<file path="src/rtl/tg_pkg.sv">
`timescale 1ns/1ps
package tg_pkg;
    localparam int NUM_WIN = 3;

    typedef enum logic [1:0] {
        WIN_DATA   = 2'd0,
        WIN_DRIVE  = 2'd1,
        WIN_STROBE = 2'd2
    } win_e;
endpackage

</file>
<file path="src/rtl/tg_period_ctr.sv">
`timescale 1ns/1ps
module tg_period_ctr #(
    parameter int W = 16
) (
    input  logic         clk,
    input  logic         rst_n,
    input  logic [W-1:0] len_i,
    output logic [W-1:0] tick_o,
    output logic         running_o,
    output logic         start_o,
    output logic         boundary_o
);
    typedef struct packed {
        logic         run;
        logic         start;
        logic [W-1:0] tick;
    } ctr_t;

    ctr_t ctr_d, ctr_q;
    logic [W-1:0] last_tick;

    always_comb begin
        // Lengths 0 and 1 both give a last tick of 0
        last_tick  = (len_i == '0) ? '0 : len_i - W'(1);
        boundary_o = !ctr_q.run || (ctr_q.tick == last_tick);
        ctr_d       = ctr_q;
        ctr_d.start = 1'b0;
        if (boundary_o) begin
            ctr_d.run   = 1'b1;
            ctr_d.start = 1'b1;
            ctr_d.tick  = '0;
        end else begin
            ctr_d.tick  = ctr_q.tick + W'(1);
        end
    end

    always_ff @(posedge clk) begin
        if (!rst_n) ctr_q <= '0;
        else        ctr_q <= ctr_d;
    end

    assign tick_o    = ctr_q.tick;
    assign running_o = ctr_q.run;
    assign start_o   = ctr_q.start;
endmodule

</file>
<file path="src/rtl/tg_cfg_shadow.sv">
`timescale 1ns/1ps
module tg_cfg_shadow #(
    parameter int W = 16,
    parameter int N = 3
) (
    input  logic                clk,
    input  logic                rst_n,
    input  logic                load_i,
    input  logic [W-1:0]        len_i,
    input  logic [N-1:0][W-1:0] open_i,
    input  logic [N-1:0][W-1:0] close_i,
    output logic [W-1:0]        len_o,
    output logic [N-1:0][W-1:0] open_o,
    output logic [N-1:0][W-1:0] close_o
);
    typedef struct packed {
        logic [W-1:0]        len;
        logic [N-1:0][W-1:0] open;
        logic [N-1:0][W-1:0] close;
    } shd_t;

    shd_t shd_d, shd_q;

    always_comb begin
        shd_d = shd_q;
        if (load_i) begin
            shd_d.len   = len_i;
            shd_d.open  = open_i;
            shd_d.close = close_i;
        end
    end

    always_ff @(posedge clk) begin
        if (!rst_n) shd_q <= '0;
        else        shd_q <= shd_d;
    end

    assign len_o   = shd_q.len;
    assign open_o  = shd_q.open;
    assign close_o = shd_q.close;
endmodule

</file>
<file path="src/rtl/tg_window.sv">
`timescale 1ns/1ps
module tg_window #(
    parameter int W = 16
) (
    input  logic         run_i,
    input  logic [W-1:0] tick_i,
    input  logic [W-1:0] open_i,
    input  logic [W-1:0] close_i,
    output logic         win_o
);
    logic past_open, before_close;

    always_comb begin
        past_open    = (tick_i >= open_i);
        before_close = (tick_i < close_i);
        win_o        = run_i && past_open && before_close;
    end
endmodule

</file>
<file path="src/rtl/tester_timing_gen.sv">
`timescale 1ns/1ps
module tester_timing_gen #(
    parameter int TICK_W = 16
) (
    input  logic              clk,
    input  logic              rst_n,
    input  logic [TICK_W-1:0] per_len_i,
    input  logic [TICK_W-1:0] data_rise_i,
    input  logic [TICK_W-1:0] data_fall_i,
    input  logic [TICK_W-1:0] drv_on_i,
    input  logic [TICK_W-1:0] drv_off_i,
    input  logic [TICK_W-1:0] stb_open_i,
    input  logic [TICK_W-1:0] stb_close_i,
    output logic              period_start_o,
    output logic [TICK_W-1:0] tick_o,
    output logic              data_o,
    output logic              drv_en_o,
    output logic              strobe_o
);
    import tg_pkg::*;
    localparam int N = NUM_WIN;

    logic [N-1:0][TICK_W-1:0] cfg_open, cfg_close;
    logic [N-1:0][TICK_W-1:0] sh_open, sh_close;
    logic [TICK_W-1:0]        sh_len;
    logic [N-1:0]             win_vec;
    logic                     boundary, running;

    always_comb begin
        cfg_open[int'(WIN_DATA)]    = data_rise_i;
        cfg_close[int'(WIN_DATA)]   = data_fall_i;
        cfg_open[int'(WIN_DRIVE)]   = drv_on_i;
        cfg_close[int'(WIN_DRIVE)]  = drv_off_i;
        cfg_open[int'(WIN_STROBE)]  = stb_open_i;
        cfg_close[int'(WIN_STROBE)] = stb_close_i;
    end

    tg_cfg_shadow #(.W(TICK_W), .N(N)) u_shadow (
        .clk     (clk),
        .rst_n   (rst_n),
        .load_i  (boundary),
        .len_i   (per_len_i),
        .open_i  (cfg_open),
        .close_i (cfg_close),
        .len_o   (sh_len),
        .open_o  (sh_open),
        .close_o (sh_close)
    );

    // The counter's boundary decision uses the length of the period in progress
    tg_period_ctr #(.W(TICK_W)) u_ctr (
        .clk        (clk),
        .rst_n      (rst_n),
        .len_i      (sh_len),
        .tick_o     (tick_o),
        .running_o  (running),
        .start_o    (period_start_o),
        .boundary_o (boundary)
    );

    for (genvar gi = 0; gi < N; gi++) begin : g_win
        tg_window #(.W(TICK_W)) u_win (
            .run_i   (running),
            .tick_i  (tick_o),
            .open_i  (sh_open[gi]),
            .close_i (sh_close[gi]),
            .win_o   (win_vec[gi])
        );
    end

    assign data_o   = win_vec[int'(WIN_DATA)];
    assign drv_en_o = win_vec[int'(WIN_DRIVE)];
    assign strobe_o = win_vec[int'(WIN_STROBE)];
endmodule

</file>
<file path="config.mk">
export PLATFORM = sky130hd
export DESIGN_NAME = tester_timing_gen
export DESIGN_NICKNAME = d
export VERILOG_FILES = /design/src/rtl/tg_pkg.sv /design/src/rtl/tg_period_ctr.sv /design/src/rtl/tg_cfg_shadow.sv /design/src/rtl/tg_window.sv /design/src/rtl/tester_timing_gen.sv
export SDC_FILE = /design/constraint.sdc
export NUM_CORES = 1
export LEC_CHECK = 0
export ABC_AREA = 1
export CAP_MARGIN = 20
export CORE_UTILIZATION = 23
export DETAILED_ROUTE_END_ITERATION = 10
export PLACE_DENSITY_LB_ADDON = 0.1
export REMOVE_ABC_BUFFERS = 1
export SYNTH_ARGS = -nofsm -noshare
export SYNTH_HDL_FRONTEND = slang
export SYNTH_SLANG_ARGS = --single-unit
</file>
<file path="constraint.sdc">
create_clock -name clk -period 6 [get_ports clk]
set_input_delay 0.6 -clock clk [delete_from_list [all_inputs] [get_ports clk]]
set_output_delay 0.6 -clock clk [all_outputs]
set_load 0.005 [all_outputs]
</file>
==> results <==
- At the worst endpoint, the required time is 5.40 ns.
- Hold repair after CTS inserted 0 buffers.
- After the first detailed-routing iteration, the DRC count stood at 288.
- The count of flip-flops with a built-in enable after synthesis is 0.
- From synthesis to final layout, the design area changed by 25.66%.
- The clock buffer count from CTS is 17.
- The mean area per synthesized cell is 7.495 µm².
- Synthesis inferred between 100 and 150 register bits.
- Counting instances, the worst hold path has a depth of 2.
- Setup repair after global routing left no endpoint under its margin.
- The initial antenna violation count came to 0.
- For this run, the total global-route usage over all layers was measured as 0.1440.
- The placed standard-cell area is 10020 µm².
- The clock tree synthesis step divided the H-tree into 4 levels.
- The predominant post-synthesis flop cell is sky130_fd_sc_hd__dfxtp_1.
- The detail route stage leaves a number of antenna-violating nets equal to 0.
- The final critical delay including setup and external delays is 3.676 ns.
- The Yosys step of the flow raised 0 warnings.
- The number of top-level pins is 134.
- The number of setup buffers added after CTS is 0.
- The part of the Yosys area used for sequential elements is 0.3092.
- The hold violation count in the final report is 0.
- The deepest clock path buffer count is 2.
- VDD sags by at most 0.1813 mV.
- The pin slew with the least headroom to its limit is 0.9526 ns.
- The first detailed-routing pass ran for 9 iterations.
- The power density of the placed cells is around 220 nW/µm².
- Entering global routing, the biggest net connects 117 pins.
- Measured on the finished design, the core utilization comes to 0.2952.
- The number of endpoints failing setup at the final stage is 0.
- Of the cells placed in the final design, the portion with a size suffix greater than 1 is 0.08883.
- The routability congestion estimate is 0.7529.
- TritonCTS built the clock tree.
- In the layout the commonest cells are sky130_fd_sc_hd__nand2_1 (236), sky130_fd_sc_hd__inv_1 (147), sky130_fd_sc_hd__clkdlybuf4s50_1 (132).
- The count of instances resized after the clock tree is built is 0.
- The type of destination of the critical path is a primary output.
- The checks that failed: DRC.
- Port buffering added between 100 and 150 buffers.
- The cell count after synthesis is 1123.
- The setup TNS is 0 ns.
- The total number of placement rows is 69.
- The area of the mapped netlist is 8417 µm².
- The share of flip-flops with an asynchronous set or reset is 0.
- Summed over all cells, the static leakage comes to roughly 4.8 nW.
- After global routing the overflow that remains totals 0.
- The CTS root buffer is sky130_fd_sc_hd__clkbuf_16.
- The number of vias in the routed layout is 7469.
- STA puts the critical path data arrival time at 3.08 ns.
- Setup slack closes at 2.324 ns.
- The highest clock frequency the design can meet is 272.0 MHz.
- At the later pin of the worst-skew pair, clock insertion delay measures ~0.44 ns.
- The top fanout value on the critical path is 6.
- In the finished design, the share of the clock period the worst path needs comes to 0.6127.
- Summed over all nets, the half-perimeter wirelength after detailed placement is 18240 µm.
- CTS saw 130 sinks.
- The most common library cell in the layout ignoring fill and taps is sky130_fd_sc_hd__nand2_1.
- The category of the worst setup path launch point is a flop.
- The count of antenna diodes in the layout is 0.
- From left edge to right edge, the die measures between 150 and 200 µm.
- Clock-pin slew was measured on the worst setup and hold paths at 0.07 ns.
- The overall routed net length is 26340 µm.
- The run finished, with violations left.
- The floorplan step defined a die boundary enclosing between 30000 and 40000 µm².
- The via-per-instance ratio is 4.425.
- The number of global-route vias before repair came to 7515.
- The post-route standard cell area excluding fillers is 10580 µm².
- The area inside the core boundary is 35830 µm².
- For the worst flop-to-flop path, the logic depth is 16.
- The average wire per cell in the routed design is 15.60 µm.
- The layout net count is 1423.
- The worst setup skew after layout is 0.02104 ns.
- The number of pins with negative max-slew slack in the final report is 0.
- The overall die height is 193.3 µm.
- The worst slack at placement is 2.574 ns.
- The first global-routing pass estimated 42270 µm of wire.
- In this run the tightest slew margin relative to its limit is 0.3650.
- The type of the worst min-delay path is reg -> reg.
- The effective utilization at floorplan is 0.2349.
- The critical path class is reg -> out.
- The number of distinct library cells after synthesis is 37.
- The number of max-capacitance violations reported is 0.
- In the routed design, unresolved DRC markers number 2.
[state kept, by name, summed over array words and instances, names as in the netlist]
signal and count:
u_ctr.running_o 1, u_ctr.start_o 1, u_ctr.tick_o 16, u_shadow.close_o 48, u_shadow.len_o 16, u_shadow.open_o 48
[metrics by stage]
| stage | hold WS, ns | power [mW] | instances |
|---|---|---|---|
| 6_report | 0.4771 | 2.349 | 1688 |
| 5_1_grt | 0.4913 | 2.494 | 1688 |
| 4_1_cts | 0.4815 | 2.402 | 1688 |
| 3_5_place_dp | 0.4694 | 1.360 | 1656 |
| 3_3_place_gp | 0.4652 | 1.360 | 1656 |
| 2_1_floorplan | 0.4542 | 1.163 | 1057 |
[synthesized netlist by cell type (4+ instances only)]
cell type                    n  area share
sky130_fd_sc_hd__a211oi_1    5      0.0045
sky130_fd_sc_hd__a21oi_1    46       0.027
sky130_fd_sc_hd__buf_1      12      0.0054
sky130_fd_sc_hd__buf_2      18       0.011
sky130_fd_sc_hd__buf_6       4      0.0054
sky130_fd_sc_hd__buf_8       6       0.011
sky130_fd_sc_hd__clkbuf_1   25       0.011
sky130_fd_sc_hd__dfxtp_1   130        0.31
sky130_fd_sc_hd__ha_1       95        0.14
sky130_fd_sc_hd__inv_1     147       0.066
sky130_fd_sc_hd__nand2_1   236        0.11
sky130_fd_sc_hd__nand3_1    86       0.051
sky130_fd_sc_hd__nand3_2    60       0.071
sky130_fd_sc_hd__nand4_1   124       0.092
sky130_fd_sc_hd__nor2_1     54       0.024
sky130_fd_sc_hd__nor3_1     11      0.0065
sky130_fd_sc_hd__o211ai_1    4      0.0036
sky130_fd_sc_hd__o21ai_0    15      0.0089
sky130_fd_sc_hd__xor2_1     16       0.017
[area by class of cell]
cell class / count / area [µm²]
clock buffer: 17 / 425.4
clock inverter: 15 / 135.1
fill: 3909 / 25250
inverter: 147 / 551.8
multi-input combinational: 780 / 4883
sequential: 130 / 2606
tap: 461 / 576.8
timing repair buffer: 138 / 1398
[cells by family after synthesis]
| kind of cell | count (synthesis) | share of synthesized area |
|---|---|---|
| fa+ha+maj | 95 | 0.1412 |
| buf+inv | 213 | 0.1112 |
| simple gates | 586 | 0.3649 |
| compound gates | 80 | 0.05367 |
| xor+xnor | 19 | 0.01977 |
| flops | 130 | 0.3092 |
[worst max-delay path: stages (launching register included)]
cell and delay [ns]:
sky130_fd_sc_hd__dfxtp_1 0.45, sky130_fd_sc_hd__inv_1 0.20, sky130_fd_sc_hd__ha_1 0.25, sky130_fd_sc_hd__inv_1 0.05, sky130_fd_sc_hd__a21oi_1 0.05, sky130_fd_sc_hd__o21ai_0 0.23
sky130_fd_sc_hd__nand2_1 0.08, sky130_fd_sc_hd__o211ai_1 0.11, sky130_fd_sc_hd__nand2_1 0.08, sky130_fd_sc_hd__nand3_1 0.11, sky130_fd_sc_hd__nand2_1 0.08, sky130_fd_sc_hd__a211oi_1 0.37
sky130_fd_sc_hd__clkdlybuf4s50_1 0.57
[power by group]
group	switching (mW)	leakage [nW]	internal [mW]
clock network	0.444	0.259	0.573
registers	0.0385	1.07	0.910
logic	0.214	3.43	0.170
total	0.697	4.76	1.65
[layer usage]
metal  vias to the layer above  track usage  part of all wire
met3                        13      0.02859             0.028
met2                       105       0.2316              0.46
li1                       3984            -                 -
met1                      3367       0.1972              0.51
met5                         -            0                 0
met4                         0      0.03348            0.0093
[final timing paths]
path                        startpoint                    to  slack [ns]
hold reg to reg   u_shadow.close_o[43]  u_shadow.close_o[43]        0.48
hold / removal    u_shadow.close_o[43]  u_shadow.close_o[43]        0.48
setup reg to reg     u_shadow.len_o[0]   u_shadow.close_o[8]        2.61
setup / recovery       u_ctr.tick_o[0]              drv_en_o        2.32
No activity file was read; power rests on OpenSTA's default activity.
